**config.mk**
```make
export PLATFORM = sky130hd
export DESIGN_NAME = col_readout_seq
export DESIGN_NICKNAME = d
export VERILOG_FILES = /design/src/rtl/col_readout_seq.sv
export SDC_FILE = /design/constraint.sdc
export NUM_CORES = 1
export LEC_CHECK = 0
export ABC_AREA = 0
export BUFFER_PORTS_ARGS = -buffer_cell sky130_fd_sc_hd__buf_2
export CAP_MARGIN = 20
export CORE_ASPECT_RATIO = 0.75
export CORE_MARGIN = 5
export CORE_UTILIZATION = 48
export CTS_CLUSTER_DIAMETER = 120
export DETAILED_ROUTE_END_ITERATION = 7
export PLACE_DENSITY = 0.69
export SKIP_LAST_GASP = 1
export SYNTH_ARGS = -nofsm -noshare
export SYNTH_HDL_FRONTEND = slang
export SYNTH_SLANG_ARGS = --single-unit
```
**constraint.sdc**
```tcl
create_clock -name clk -period 6 [get_ports clk]
set_input_delay 0 -clock clk [delete_from_list [all_inputs] [get_ports clk]]
set_output_delay 0 -clock clk [all_outputs]
set_load 0.05 [all_outputs]
```
**src/rtl/col_readout_seq.sv**
```systemverilog
`timescale 1ns/1ps
module col_readout_seq #(
  parameter int AW      = 10,
  parameter int DW      = 10,
  parameter int SLOT    = 10,
  parameter int LD_AT   = 5,
  parameter int CK_AT   = 6,
  parameter int CONV_AT = 8,
  parameter int CAP_DLY = 3,
  parameter int LAT     = 3
) (
  input  logic          clk,
  input  logic          rst_n,
  input  logic          line_start,
  input  logic [AW-1:0] win_first,
  input  logic [AW-1:0] win_last,
  input  logic [AW-1:0] win_step,
  input  logic [1:0]    cfg_gain,
  input  logic [1:0]    cfg_chan,
  input  logic          cfg_black_high,
  input  logic [DW-1:0] adc_data,
  output logic [AW-1:0] col_addr,
  output logic          col_load,
  output logic          col_clk,
  output logic          adc_clk,
  output logic          adc_hiz,
  output logic          adc_keep_pol,
  output logic [1:0]    gain_sel,
  output logic [1:0]    chan_sel,
  output logic          busy,
  output logic          pix_valid,
  output logic [DW-1:0] pix_data,
  output logic [AW-1:0] pix_col,
  output logic          pix_eol,
  output logic          line_done
);
  localparam int PW     = $clog2(SLOT);
  localparam int CAP_AT = CONV_AT + CAP_DLY - 1 - SLOT;

  logic [PW-1:0] ph;
  logic          run;
  logic [AW-1:0] cur_col, step_r, last_r;
  logic          cur_vld, cur_last;
  logic [LAT-1:0] tag_v, tag_e;
  logic [AW-1:0] tag_c [LAT];
  logic [1:0]    gain_r, chan_r;
  logic          pol_r;

  wire slot_end = run && (ph == PW'(SLOT-1));
  wire cap      = run && (ph == PW'(CAP_AT)) && tag_v[LAT-1];

  wire [AW-1:0] step_in = (win_step == '0) ? AW'(1) : win_step;
  wire [AW+1:0] nxt     = {2'b00, cur_col} + {2'b00, step_r};
  wire [AW+1:0] nxt2    = nxt + {2'b00, step_r};
  wire start_last = ({2'b00, win_first} + {2'b00, step_in}) > {2'b00, win_last};
  wire adv_last   = nxt2 > {2'b00, last_r};

  always_ff @(posedge clk or negedge rst_n) begin
    if (!rst_n) begin
      ph <= '0; run <= 1'b0;
      cur_col <= '0; step_r <= AW'(1); last_r <= '0;
      cur_vld <= 1'b0; cur_last <= 1'b0;
      tag_v <= '0; tag_e <= '0;
      for (int i = 0; i < LAT; i++) tag_c[i] <= '0;
      gain_r <= '0; chan_r <= '0; pol_r <= 1'b0;
      pix_valid <= 1'b0; pix_data <= '0; pix_col <= '0;
      pix_eol <= 1'b0; line_done <= 1'b0;
    end else begin
      pix_valid <= 1'b0;
      pix_eol   <= 1'b0;
      line_done <= 1'b0;
      if (!run) begin
        ph <= '0;
        if (line_start) begin
          run      <= 1'b1;
          cur_col  <= win_first;
          cur_vld  <= 1'b1;
          cur_last <= start_last;
          step_r   <= step_in;
          last_r   <= win_last;
          tag_v    <= '0;
          gain_r   <= cfg_gain;
          chan_r   <= cfg_chan;
          pol_r    <= cfg_black_high;
        end
      end else begin
        ph <= slot_end ? '0 : ph + PW'(1);
        if (slot_end) begin
          tag_v <= {tag_v[LAT-2:0], cur_vld};
          tag_e <= {tag_e[LAT-2:0], cur_last};
          tag_c[0] <= cur_col;
          for (int i = 1; i < LAT; i++) tag_c[i] <= tag_c[i-1];
          if (cur_vld) begin
            if (cur_last) cur_vld <= 1'b0;
            else begin
              cur_col  <= nxt[AW-1:0];
              cur_last <= adv_last;
            end
          end
        end
        if (cap) begin
          pix_valid <= 1'b1;
          pix_data  <= adc_data;
          pix_col   <= tag_c[LAT-1];
          pix_eol   <= tag_e[LAT-1];
          if (tag_e[LAT-1]) begin
            run       <= 1'b0;
            line_done <= 1'b1;
          end
        end
      end
    end
  end

  assign col_addr     = cur_col;
  assign col_load     = run && (ph >= PW'(LD_AT));
  assign col_clk      = run && (ph >= PW'(CK_AT));
  assign adc_clk      = !(run && (ph >= PW'(CONV_AT)));
  assign adc_hiz      = !run;
  assign adc_keep_pol = !pol_r;
  assign gain_sel     = gain_r;
  assign chan_sel     = chan_r;
  assign busy         = run;

  a_r3_addr_hold: assert property (@(posedge clk) disable iff (!rst_n)
    (col_load && $past(col_load)) |-> $stable(col_addr));
  a_r3_clk_after_load: assert property (@(posedge clk) disable iff (!rst_n)
    $rose(col_clk) |-> $past(col_load));
  a_r4_conv_after_clk: assert property (@(posedge clk) disable iff (!rst_n)
    $fell(adc_clk) |-> col_clk);
  a_r6_eol_done: assert property (@(posedge clk) disable iff (!rst_n)
    pix_eol |-> (pix_valid && line_done));
  a_r6_idle_after_done: assert property (@(posedge clk) disable iff (!rst_n)
    line_done |-> !busy);
  a_r9_static_sel: assert property (@(posedge clk) disable iff (!rst_n)
    (busy && $past(busy)) |-> ($stable(gain_sel) && $stable(chan_sel) && $stable(adc_keep_pol)));
endmodule

```
# --- Word-level counts from Yosys, hierarchy flattened ---
# Cells that the tools add are included.
op_classes:
  n_eq_ne: 4
  bitwise_logic: 1
  order_cmp: 5
  reduce_logical: 18
  addsub: 4
  muxes: 32
op_table:
  columns: ["cell", "n"]
  rows:
  - ["$mux W10", 6]
  - ["$add A10 B10 Y11", 2]
  - ["$mux W1", 21]
  - ["$add A11 B10 Y12", 1]
  - ["$gt A12 B10 Y1", 1]
  - ["$gt A11 B10 Y1", 1]
  - ["$logic_not A10 Y1", 1]
  - ["$mux W3", 3]
  - ["$ge A4 B3 Y1 const B", 2]
  - ["$mux W4", 2]
  - ["$reduce_and A2 Y1", 4]
  - ["$logic_and A1 B1 Y1", 6]
  - ["$add A4 B1 Y4 const B", 1]
  - ["$eq A4 B4 Y1 const B", 1]
  - ["$ge A4 B4 Y1 const B", 1]
  - ["$logic_not A4 Y1", 1]
  - ["$ne A2 B1 Y1 const B", 2]
  - ["$reduce_and A4 Y1", 1]
  - ["$logic_not A1 Y1", 3]
  - ["$reduce_and A3 Y1", 1]
  - ["$ne A2 B2 Y1 const B", 1]
  - ["$reduce_bool A2 Y1", 1]
  - ["$not A1 Y1", 1]
totals:
  in_bits: 48
  elab_cells: 84
  reg_bits: 101
  out_inout_bits: 43

# --- Longest topological paths before layout ---
# Gate-level depths: netlist of the first run.
depth:
  word_depth: 7
  ltp_mapped: 19
  depth_no_buf: 19

# --- Worst setup path after synthesis of the first run ---
# Ideal clock, no wire load.
synth_path:
  path_type: "flip-flop to flip-flop"
  start: "register cur_col[0] (netlist: col_addr[0])"
  end: "register cur_last"
  stages_incl_launch_ff: 19
  setup_slack_ps: 1950
  setup_ps: 140
  arrival_ps: 3910
  cell_sequence: "dfrtp_1 ha_1 fa_1 a211oi_1 o21bai_1 a21oi_1 xnor2_1 ha_1 a21o_1 a2bb2oi_1 o41ai_1 a21oi_1 xnor2_1 ha_1 nand4_1 o32ai_1 a31oi_1 o31ai_1 a41oi_2"
synth_between:
  elab_chain_len: 7
synth_lines:
  columns: ["element", "line_no", "text"]
  rows:
  - ["start, declared", "42", "logic [AW-1:0] cur_col, step_r, last_r;"]
  - ["start signal, assigned", "76", "cur_col <= win_first;"]
  - ["start signal, assigned", "96", "cur_col <= nxt[AW-1:0];"]
  - ["$add A10 B10 Y11", "53", "wire [AW+1:0] nxt = {2'b00, cur_col} + {2'b00, step_r};"]
  - ["$add A11 B10 Y12", "54", "wire [AW+1:0] nxt2 = nxt + {2'b00, step_r};"]
  - ["$gt A12 B10 Y1", "56", "wire adv_last = nxt2 > {2'b00, last_r};"]
  - ["$mux W1", "94", "if (cur_last) cur_vld <= 1'b0;"]
  - ["$mux W1", "93", "if (cur_vld) begin"]
  - ["$mux W1", "88", "if (slot_end) begin"]
  - ["$mux W1", "72", "if (!run) begin"]
  - ["end signal, assigned", "78", "cur_last <= start_last;"]
  - ["end signal, assigned", "97", "cur_last <= adv_last;"]
  - ["end, declared", "43", "logic cur_vld, cur_last;"]
# No other way between the ends. The select of a mux whose other input is x is not followed.
# A chain may end at the register's enable or synchronous reset.

# --- Worst setup path after layout of the first run ---
# Ends and elaborated chain as after synthesis.

==> results of run 1 <==
==> registers in the layout (all words and copies together), names as in the netlist, 4 cells and up <==
name / flops
tag_c: 30
col_addr: 10
step_r: 10
pix_data: 10
ph: 4
last_r: 10
pix_col: 10
==> logic make-up (layout without fill, tap and decap cells) <==
group	count (synthesis)	after routing
compound gates	116	116
xor+xnor	23	23
fa+ha+maj	61	61
buf+inv	71	189
flops	100	100
mux	23	23
simple gates	259	259
==> area by class of cell <==
cell class / instances / area (um^2)
Sequential cell: 100 / 2500
Fill cell: 1060 / 5010
Clock buffer: 11 / 253
Timing Repair Buffer: 134 / 881
Clock inverter: 3 / 46.3
Inverter: 41 / 154
Multi-Input combinational cell: 482 / 3080
Tap cell: 166 / 208
==> worst max-delay path, cell delays in order, from the launching register on <==
cell and delay [ns]:
dfrtp_1 0.42, ha_1 0.25, fa_1 0.44, a211oi_1 0.37, o21bai_1 0.13, a21oi_1 0.18, xnor2_1 0.19, ha_1 0.33
a21o_1 0.22, a2bb2oi_1 0.16, o41ai_1 0.13, a21oi_1 0.20, xnor2_1 0.09, ha_1 0.31, nand4_1 0.09, o32ai_1 0.32
a31oi_1 0.08, o31ai_1 0.09, a41oi_2 0.14
==> cells in the mapped netlist, types with 3 or more instances <==
library cell    n
or3_1           3
nand2b_1        3
o21ai_1        12
nand4_1         4
nor2b_1         4
o21bai_1        4
mux2_2         16
o21ai_0        29
mux2i_1         7
nand3_1         9
dfrtp_1        99
ha_1           58
nand2_1       188
xor2_1          5
inv_1          38
nor3_1          4
o21a_1          8
clkbuf_1       25
xnor2_1        18
nor2_1         27
a21oi_1        25
fa_1            3
a21o_1          9
==> per-layer routing <==
layer / global-route usage (%) / share of wire, % / vias to the layer above / wire, um
li1: - / - / 2426 / -
met1: 28.1 / 45 / 2314 / 6390
met2: 33.4 / 48 / 122 / 6880
met3: 3.72 / 5.8 / 21 / 836
met4: 5.20 / 1.7 / 0 / 237
met5: 0 / 0 / - / 0
==> path summary, 6_finish.rpt <==
path	endpoint	slack, ns	cells after the start
worst max-delay path	cur_last	1.68	18
worst min-delay path	step_r[8]	0.02	2
worst min register to register	tag_c[4]	0.46	2
min in group asynchronous	pix_col[7]	0.23	2
max in group asynchronous	pix_col[2]	4.65	3
worst max register to register	cur_last	1.68	18
==> metrics by stage <==
step / cells / hold WS, ns / util (%)
CTS: 937 / 0.00405 / 58.7
detailed placement: 884 / 0.0785 / 53.0
global route: 937 / 0.0123 / 58.7
finish: 937 / 0.0180 / 58.7
global placement: 884 / 0.0676 / 53.0
floorplan: 653 / -0.296 / -
==> power by group through the flow <==
stage | logic (mW) | registers [mW] | clock network, mW
floorplan | 1.40 | 1.39 | 0
global placement | 2.14 | 1.08 | 0
detailed placement | 2.23 | 1.09 | 0
CTS | 2.27 | 1.08 | 0.600
global route | 2.51 | 1.11 | 0.627
finish | 2.27 | 1.08 | 0.586
==> results.py, run 1 <==
metrics = {
    "power": {
        "leakage_nw": 3.77,
        "p_total_mw": 3.94,
        "cell_internal_pwr_mw": 2.10,
        "clockPowerShare_pct": 14.9,
        "p_switching_mw": 1.84,
        "p_seq_share_pct": 27.6,
        "swShare_pct": 46.7,
        "ir_worst_vdd_mv": 0.327,
        "power_density_nw_per_um2": 552,
        "share_comb_of_total_power_pct": 57.6,
    },
    "layout": {
        "syn_to_final_growth_pct": 21.7,
        "diodes": 0,
        "final_nets": 877,
        "drive_gt1_share_pct": 17.6,
        "final_common_cell": "nand2_1",
        "layout_common_cells": "nand2_1, dfrtp_1, buf_2",
        "final_cell_area_um2": 7120,
    },
    "clock_tree": {
        "cts_resized": 0,
        "cts_setup_buffers": 0,
        "cts_tree": "built",
        "clock_sinks": 100,
        "htree_num_levels": 3,
        "clk_pin_slew_ns": 0.07,
        "insertion_delay_ns": 0.35,
        "cts.path.max_buffers": 2,
        "holdBufCountCts": 39,
        "cts_buffers": 9,
        "cts-root-buf": "clkbuf_16",
    },
    "placement": {
        "placed_area_um2": 6430,
        "place.port_buffers": 90,
        "place_ws_ns": 1.77,
        "place_congestion": 0.882,
        "hpwl_um": 10400,
    },
    "worst_setup_path": {
        "cp-start-kind": "register",
        "end_kind": "register",
        "crit_fanout": 4,
        "r2r-start": "col_addr[0]",
        "criticalPathCategory": "reg2reg",
        "cp-startpoint": "col_addr[0]",
        "cp.arrival_ns": 4.50,
        "critPathRequiredTime_ns": 6.17,
    },
    "timing": {
        "fin_crit_ns": 4.32,
        "relSlewSlack_pct": 39.5,
        "period_share_pct": 72.1,
        "fin_ws_ns": 1.68,
        "final_hold_viol_count": 0,
        "setup_viol": 0,
        "fin_tns_setup_ns": 0,
        "rsz0062_at_grt": "no",
        "fin_skew_ns": 0.00813,
        "tightest_slew_ns": 0.908,
        "fmax_mhz": 231,
        "finalMaxSlewViolations": 0,
    },
    "logic_synthesis": {
        "syn_inst": 653,
        "synth_compound_area_share_pct": 12.8,
        "synth_nets": 762,
        "synth_mux_area_share_pct": 4.27,
        "synthAdderAreaFrac_pct": 13.4,
        "synth_cell_type_count": 62,
        "yosysWarnings": 0,
        "synthXorXnorAreaFrac_pct": 3.44,
        "synth.avg_cell_area_um2": 8.97,
        "yosysTopAreaCell": "dfrtp_1",
        "synth.top_cell.area_share_pct": 42.3,
        "synth-edff-count": 0,
        "yosysSeqAreaShare_pct": 42.8,
        "synth_top_family_by_area": "simple AND/OR/NAND/NOR gates",
        "synthSimpleGateAreaFrac_pct": 18.7,
        "synth_area_leaders": "dfrtp_1, ha_1, nand2_1, mux2_2, xnor2_1",
        "synthArstFlopShare_pct": 100,
        "netlist_area_um2": 5860,
        "ys.flop_type": "dfrtp_1",
        "ys_ff_latch": 100,
    },
    "global_routing": {
        "antenna_found_initial": 0,
        "grt_pass1_vias": 4942,
        "grt_usage_pct": 20.5,
        "grt_max_degree": 52,
        "grt_pass1_wl_um": 23900,
        "grt_overflow": 0,
    },
    "min_path": {
        "hold_start": "win_step[8]",
        "hp-class": "in2reg",
    },
    "floorplan": {
        "die-area_um2": 14500,
        "io_pins": 91,
        "rows": 35,
        "start_util_pct": 48.3,
        "core_area_um2": 12100,
        "die_y_um": 106,
        "die_w_um": 138,
    },
    "detailed_routing": {
        "drt_iter0_markers": 286,
        "wirelength_um": 14300,
        "wl_per_cell_um": 15.3,
        "via_per_inst": 5.21,
        "drc": 0,
        "vias": 4883,
        "ant_nets": 0,
        "drtPass1Iterations": 5,
    },
    "job": {
        "drv_cap": 0,
    },
    "status": {
        "status": "finished clean",
    },
}
Power figures use the tool's default switching activity.
==> run 2: changes to the inputs <==
--- a/config.mk
+++ b/config.mk
@@ -5,7 +5,7 @@
 export SDC_FILE = /design/constraint.sdc
 export NUM_CORES = 1
 export LEC_CHECK = 0
-export ABC_AREA = 0
+export ABC_AREA = 1
 export BUFFER_PORTS_ARGS = -buffer_cell sky130_fd_sc_hd__buf_2
 export CAP_MARGIN = 20
 export CORE_ASPECT_RATIO = 0.75
==> constraint.sdc (replaced) <==
create_clock -name clk -period 4.21 [get_ports clk]
set_input_delay 0 -clock clk [delete_from_list [all_inputs] [get_ports clk]]
set_output_delay 0 -clock clk [all_outputs]
set_load 0.05 [all_outputs]
==> run 2 against run 1 <==
  * Synthesized cell count grew 9.2%
  * Die area increased by 2.1%
  * Hold slack worse by 0.0035 ns
  * Non-clock buffer count decreased by 4
  * Clock-buffer cell count shrank 1
  * First-iteration DRC count up 7.7%
  * Register-to-register slack worse by 1.3 ns
  * Global-route usage rose by 0.81 points
  * Flip-flop and latch count is the same
  * Core utilization is 0.26 points higher
  * Area after synthesis increased by 2.2%
==> results.py, run 2 <==
metrics = {
    "status": {
        "status": "finished clean",
    },
    "logic_synthesis": {
        "synth_nets": 822,
        "yosysSeqAreaShare_pct": 41.8,
        "ys.flop_type": "dfrtp_1",
        "netlist_area_um2": 5990,
        "synth-edff-count": 0,
        "ys_ff_latch": 100,
        "synth.top_cell.area_share_pct": 41.4,
        "synth_area_leaders": "dfrtp_1, nand2_1, ha_1, inv_1, o21ai_0",
        "synth_cell_type_count": 47,
        "synth.top_cells.by_count": "nand2_1, dfrtp_1, inv_1",
        "synthArstFlopShare_pct": 100,
        "yosysTopAreaCell": "dfrtp_1",
        "yosysWarnings": 0,
        "synth_most_common_cell": "nand2_1",
        "syn_inst": 713,
        "synth.avg_cell_area_um2": 8.40,
    },
    "floorplan": {
        "rows": 35,
        "die_y_um": 107,
        "die-area_um2": 14800,
        "start_util_pct": 48.8,
        "io_pins": 91,
        "core_area_um2": 12300,
        "die_w_um": 139,
    },
    "timing": {
        "setup_viol": 0,
        "final_hold_viol_count": 0,
        "fin_crit_ns": 3.82,
        "fin_skew_ns": 0.00753,
        "tightest_slew_ns": 0.740,
        "period_share_pct": 90.7,
        "rsz0062_at_grt": "no",
        "finalMaxSlewViolations": 0,
        "fin_tns_setup_ns": 0,
        "relSlewSlack_pct": 50.7,
        "fmax_mhz": 262,
    },
    "global_routing": {
        "antenna_found_initial": 0,
        "grt_overflow": 0,
        "use_met3_pct": 5.97,
        "grtUsageMet2_pct": 33.1,
        "grt_pass1_wl_um": 25400,
        "gr-usage-met1_pct": 29.4,
        "grt_max_degree": 77,
        "grt_pass1_vias": 5169,
        "grt-busiest-layer": "met2",
        "grt_usage_pct": 21.3,
    },
    "clock_tree": {
        "insertion_delay_ns": 0.34,
        "cts-root-buf": "clkbuf_16",
        "clock_sinks": 100,
        "cts_setup_buffers": 0,
        "cts_buffers": 9,
        "clk_pin_slew_ns": 0.07,
        "cts.path.max_buffers": 2,
        "htree_num_levels": 3,
        "cts_resized": 0,
        "cts_tree": "built",
    },
    "layout": {
        "largest_reg_flops": 30,
        "final_nets": 933,
        "layout_common_cells": "nand2_1, dfrtp_1, buf_2",
        "syn_to_final_growth_pct": 20.8,
        "diodes": 0,
        "final_cell_area_um2": 7230,
        "stdcell_count": 994,
        "final_common_cell": "nand2_1",
        "top_register": "tag_c",
        "drive_gt1_share_pct": 17.0,
    },
    "worst_setup_path": {
        "r2r-start": "col_addr[0]",
        "end_kind": "register",
        "crit_fanout": 4,
        "criticalPathCategory": "reg2reg",
        "critPathRequiredTime_ns": 4.43,
        "cp-startpoint": "col_addr[0]",
        "cp-start-kind": "register",
        "cp.arrival_ns": 4.04,
    },
    "job": {
        "drv_cap": 0,
    },
    "detailed_routing": {
        "wirelength_um": 15200,
        "ant_nets": 0,
        "drtPass1Iterations": 7,
        "drc": 0,
        "via_per_inst": 5.09,
        "wl_per_cell_um": 15.3,
        "drt_iter0_markers": 308,
        "vias": 5060,
    },
    "placement": {
        "placed_area_um2": 6510,
        "place.port_buffers": 90,
        "hpwl_um": 11600,
        "dp_cells": 942,
        "place_congestion": 0.918,
    },
    "min_path": {
        "hp-class": "in2reg",
        "hold_start": "win_last[1]",
    },
}
[run 2: cell count changes after synthesis, sizes merged, moves of 6 or more]
cell / delta
buf: +11
nand3: +7
a21oi: +20
o21ai: +13
xor2: +8
inv: +49
nor2: +21
mux2i: -7
clkbuf: -11
mux2: -6
a21o: -6
o21a: -8
nand2: +8
[run 2: what timing repair did]
| item | in CTS | in global routing |
|---|---|---|
| hold buffers | 36 | 0 |
| endpoints found under the setup margin | 0 | 0 |
| hold endpoints to repair | 110 | 0 |
[run 2: logic make-up (layout without fill, tap and decap cells)]
logic type      after synthesis  in the layout  synth area share, %
flops                       100            100                 41.8
mux                          10             10                 1.88
xor+xnor                     27             27                 4.08
simple gates                273            273                 18.6
fa+ha+maj                    61             61                 13.1
buf+inv                     119            234                 8.28
compound gates              123            123                 12.2
[run 2: worst max-delay path: stages (launching register included)]
cell	delay, ns
dfrtp_1	0.40
ha_1	0.26
fa_1	0.47
nand3_1	0.13
nand3_1	0.08
xor2_1	0.25
ha_1	0.30
a21oi_1	0.16
o21ai_1	0.11
a21oi_1	0.22
o21bai_1	0.12
xor2_1	0.15
ha_1	0.30
a21o_1	0.18
nor2_1	0.09
nand2_1	0.06
nand2_1	0.05
nand2_1	0.04
a21oi_1	0.15
nand2_1	0.07
nand2_1	0.06
a21oi_1	0.06
[run 2: area by class of cell]
cell class	instances	area, um^2
fill	1088	5030
clock inverter	5	108
inverter	89	334
clock buffer	10	229
multi-input combinational	494	2990
tap	166	208
timing repair buffer	130	863
sequential	100	2500
[run 2: per-layer routing]
metal	up-vias	wire length [um]
met4	0	279
li1	2501	-
met1	2371	7320
met3	23	1050
met5	-	0
met2	165	6600
[run 2: stage by stage]
stage	utilization, %	worst slack (ns)	hold WS, ns
CTS	58.8	0.451	0.00578
floorplan	-	0.552	-0.296
finish	59.0	0.390	0.0145
global placement	53.1	0.582	0.200
global route	59.0	0.0727	0.0396
detailed placement	53.1	0.460	0.208
[run 2: final timing paths]
kind	endpoint	slack (ns)	cells past startpoint
worst max-delay path	cur_last	0.39	21
max in group asynchronous	step_r[0]	3.04	4
worst min-delay path	last_r[1]	0.01	3
min in group asynchronous	pix_col[4]	0.13	2
worst min register to register	pix_data[4]	0.46	2
worst max register to register	cur_last	0.39	21
Power of run 2 is not shown: default switching activity piles up to over one toggle a cycle in this logic, so the estimate is an artifact.
==> run 3: changes to the inputs <==
--- a/config.mk
+++ b/config.mk
@@ -13,6 +13,7 @@
 export CORE_UTILIZATION = 48
 export CTS_CLUSTER_DIAMETER = 120
 export DETAILED_ROUTE_END_ITERATION = 7
+export MAX_ROUTING_LAYER = met4
 export PLACE_DENSITY = 0.69
 export SKIP_LAST_GASP = 1
 export SYNTH_ARGS = -nofsm -noshare
==> constraint.sdc (replaced) <==
create_clock -name clk -period 4.72 [get_ports clk]
set_input_delay 0 -clock clk [delete_from_list [all_inputs] [get_ports clk]]
set_output_delay 0 -clock clk [all_outputs]
set_load 0.05 [all_outputs]
==> run 3 against run 2 <==
  * Sequential share of layout area grew 0.50 points
  * Cell count shrank 0.10%
  * Hold slack lost 0.0077 ns
  * Critical endpoint unchanged
  * Register-to-register slack gained 0.62 ns
  * Clock-buffer cell count grew 1
  * Setup slack gained 0.62 ns
  * Flip-flop and latch count is the same
  * First-iteration DRC count shrank 14%
  * Non-clock buffer count shrank 2
  * Fmax grew 2.9%
==> results.py, run 3 (synthesized netlist as in run 2, its figures left out) <==
metrics = {
    "clock_tree": {
        "insertion_delay_ns": 0.34,
        "cts_setup_buffers": 0,
        "cts.path.max_buffers": 2,
        "cts_tree": "built",
        "htree_num_levels": 3,
        "cts-root-buf": "clkbuf_16",
        "clk_pin_slew_ns": 0.07,
        "cts_buffers": 9,
        "clock_sinks": 100,
    },
    "layout": {
        "final_nets": 931,
        "drive_gt1_share_pct": 16.8,
        "n_fill_cell": 1165,
        "final_common_cell": "nand2_1",
        "syn_to_final_growth_pct": 19.1,
        "top_register": "tag_c",
        "diodes": 0,
        "largest_reg_flops": 30,
        "final_util_pct": 58.2,
        "layout_common_cells": "nand2_1, dfrtp_1, buf_2",
    },
    "worst_setup_path": {
        "reg2reg_slack_ns": 1.01,
        "critPathRequiredTime_ns": 4.95,
        "r2r_cells": 21,
        "cp.arrival_ns": 3.95,
        "crit_slowest_cell": "fa_1",
        "crit_path_frequent_cell": "nand2_1",
        "path_cells": "ha_1 -> fa_1 -> nand3_1 -> nand3_1 -> xor2_1 -> ha_1 -> a21oi_1 -> o21ai_1 -> a21oi_1 -> o21bai_1 -> xor2_1 -> ha_1 -> a21o_1 -> nor2_1 -> nand2_1 -> nand2_1 -> nand2_1 -> a21oi_1 -> nand2_1 -> nand2_1 -> a21oi_1",
        "max_stage_delay_ns": 0.46,
        "end_kind": "register",
        "crit_fanout": 4,
        "criticalPathCategory": "reg2reg",
        "cp-start-kind": "register",
    },
    "detailed_routing": {
        "via_per_inst": 5.20,
        "drc": 0,
        "ant_nets": 0,
        "wirelength_um": 15500,
        "wl_per_cell_um": 15.6,
        "drt_iter0_markers": 265,
        "vias": 5161,
        "drtPass1Iterations": 4,
    },
    "global_routing": {
        "grt_usage_pct": 22.4,
        "grt_pass1_wl_um": 25800,
        "antenna_found_initial": 0,
        "grt_max_degree": 64,
        "grt_pass1_vias": 5251,
        "grt_overflow": 0,
    },
    "timing": {
        "finalMaxSlewViolations": 0,
        "fmax_mhz": 269,
        "fin_skew_ns": 0.00853,
        "fin_crit_ns": 3.71,
        "period_share_pct": 78.7,
        "fin_tns_setup_ns": 0,
        "setup_viol": 0,
        "rsz0062_at_grt": "no",
        "final_hold_viol_count": 0,
        "tightest_slew_ns": 0.792,
        "relSlewSlack_pct": 47.2,
    },
    "job": {
        "drv_cap": 0,
    },
    "min_path": {
        "holdPathStages": 3,
        "hp-class": "in2reg",
    },
    "floorplan": {
        "io_pins": 91,
        "start_util_pct": 48.8,
        "die_y_um": 107,
        "die-area_um2": 14800,
        "core_area_um2": 12300,
        "die_w_um": 139,
        "rows": 35,
    },
    "status": {
        "status": "finished clean",
    },
    "placement": {
        "place.port_buffers": 90,
        "hpwl_um": 11900,
        "place_congestion": 0.949,
    },
}
-- run 3: cell count changes in the layout (fill, tap and decap cells not counted), sizes merged --
cell    previous run  this run
clkinv             0         4
bufinv             3         0
buf               94        92
clkbuf            10        11
inv               91        90
-- run 3: metal layers --
metal / track usage [%] / vias to the layer above / share of wire, %
li1: - / 2501 / -
met1: 30.2 / 2485 / 47
met2: 34.9 / 153 / 45
met3: 4.28 / 22 / 6.2
met4: 6.42 / 0 / 1.7
met5: - / - / 0
-- run 3: critical path: cells and delay by family, from the launching register on --
| kind | cells | cell delay, ns |
|---|---|---|
| xor gates and xnor gates | 2 | 0.41 |
| and+or+nand+nor | 8 | 0.58 |
| adders and majority gates | 4 | 1.30 |
| DFF | 1 | 0.40 |
| AOI/OAI and AO/OA | 7 | 0.91 |
-- run 3: path summary, 6_finish.rpt --
check,from,to
max,col_addr[0],cur_last
min,win_last[3],last_r[3]
max reg2reg,col_addr[0],cur_last
min reg2reg,pix_col[7],pix_col[7]
max in group asynchronous,rst_n,tag_c[21]
min in group asynchronous,rst_n,tag_c[6]
-- run 3: layout make-up --
cell class                      count  area, um^2  share of cell area (%)
Multi-Input combinational cell    494        2990                    41.9
Sequential cell                   100        2500                    35.1
Timing Repair Buffer              128         828                    11.6
Inverter                           89         334                    4.69
Clock buffer                       11         233                    3.26
Tap cell                          166         208                    2.91
Clock inverter                      5        36.3                   0.509
-- run 3: repair_timing --
| item | CTS | global route |
|---|---|---|
| resized for setup | 0 | 0 |
| hold buffers | 36 | 0 |
| hold endpoints to repair | 96 | 0 |
| setup endpoints to repair | 0 | 0 |
-- run 3: metrics by stage --
step | instance area [um^2] | hold WS, ns | setup slack (ns) | std cells
floorplan | 5990 | -0.296 | 1.06 | 713
global placement | 6500 | 0.135 | 1.12 | 941
detailed placement | 6500 | 0.148 | 1.03 | 941
CTS | 7130 | 0.000173 | 1.01 | 993
global route | 7130 | 0.0438 | 0.597 | 993
finish | 7130 | 0.00681 | 1.01 | 993
Power of run 3 is left out for the same reason.
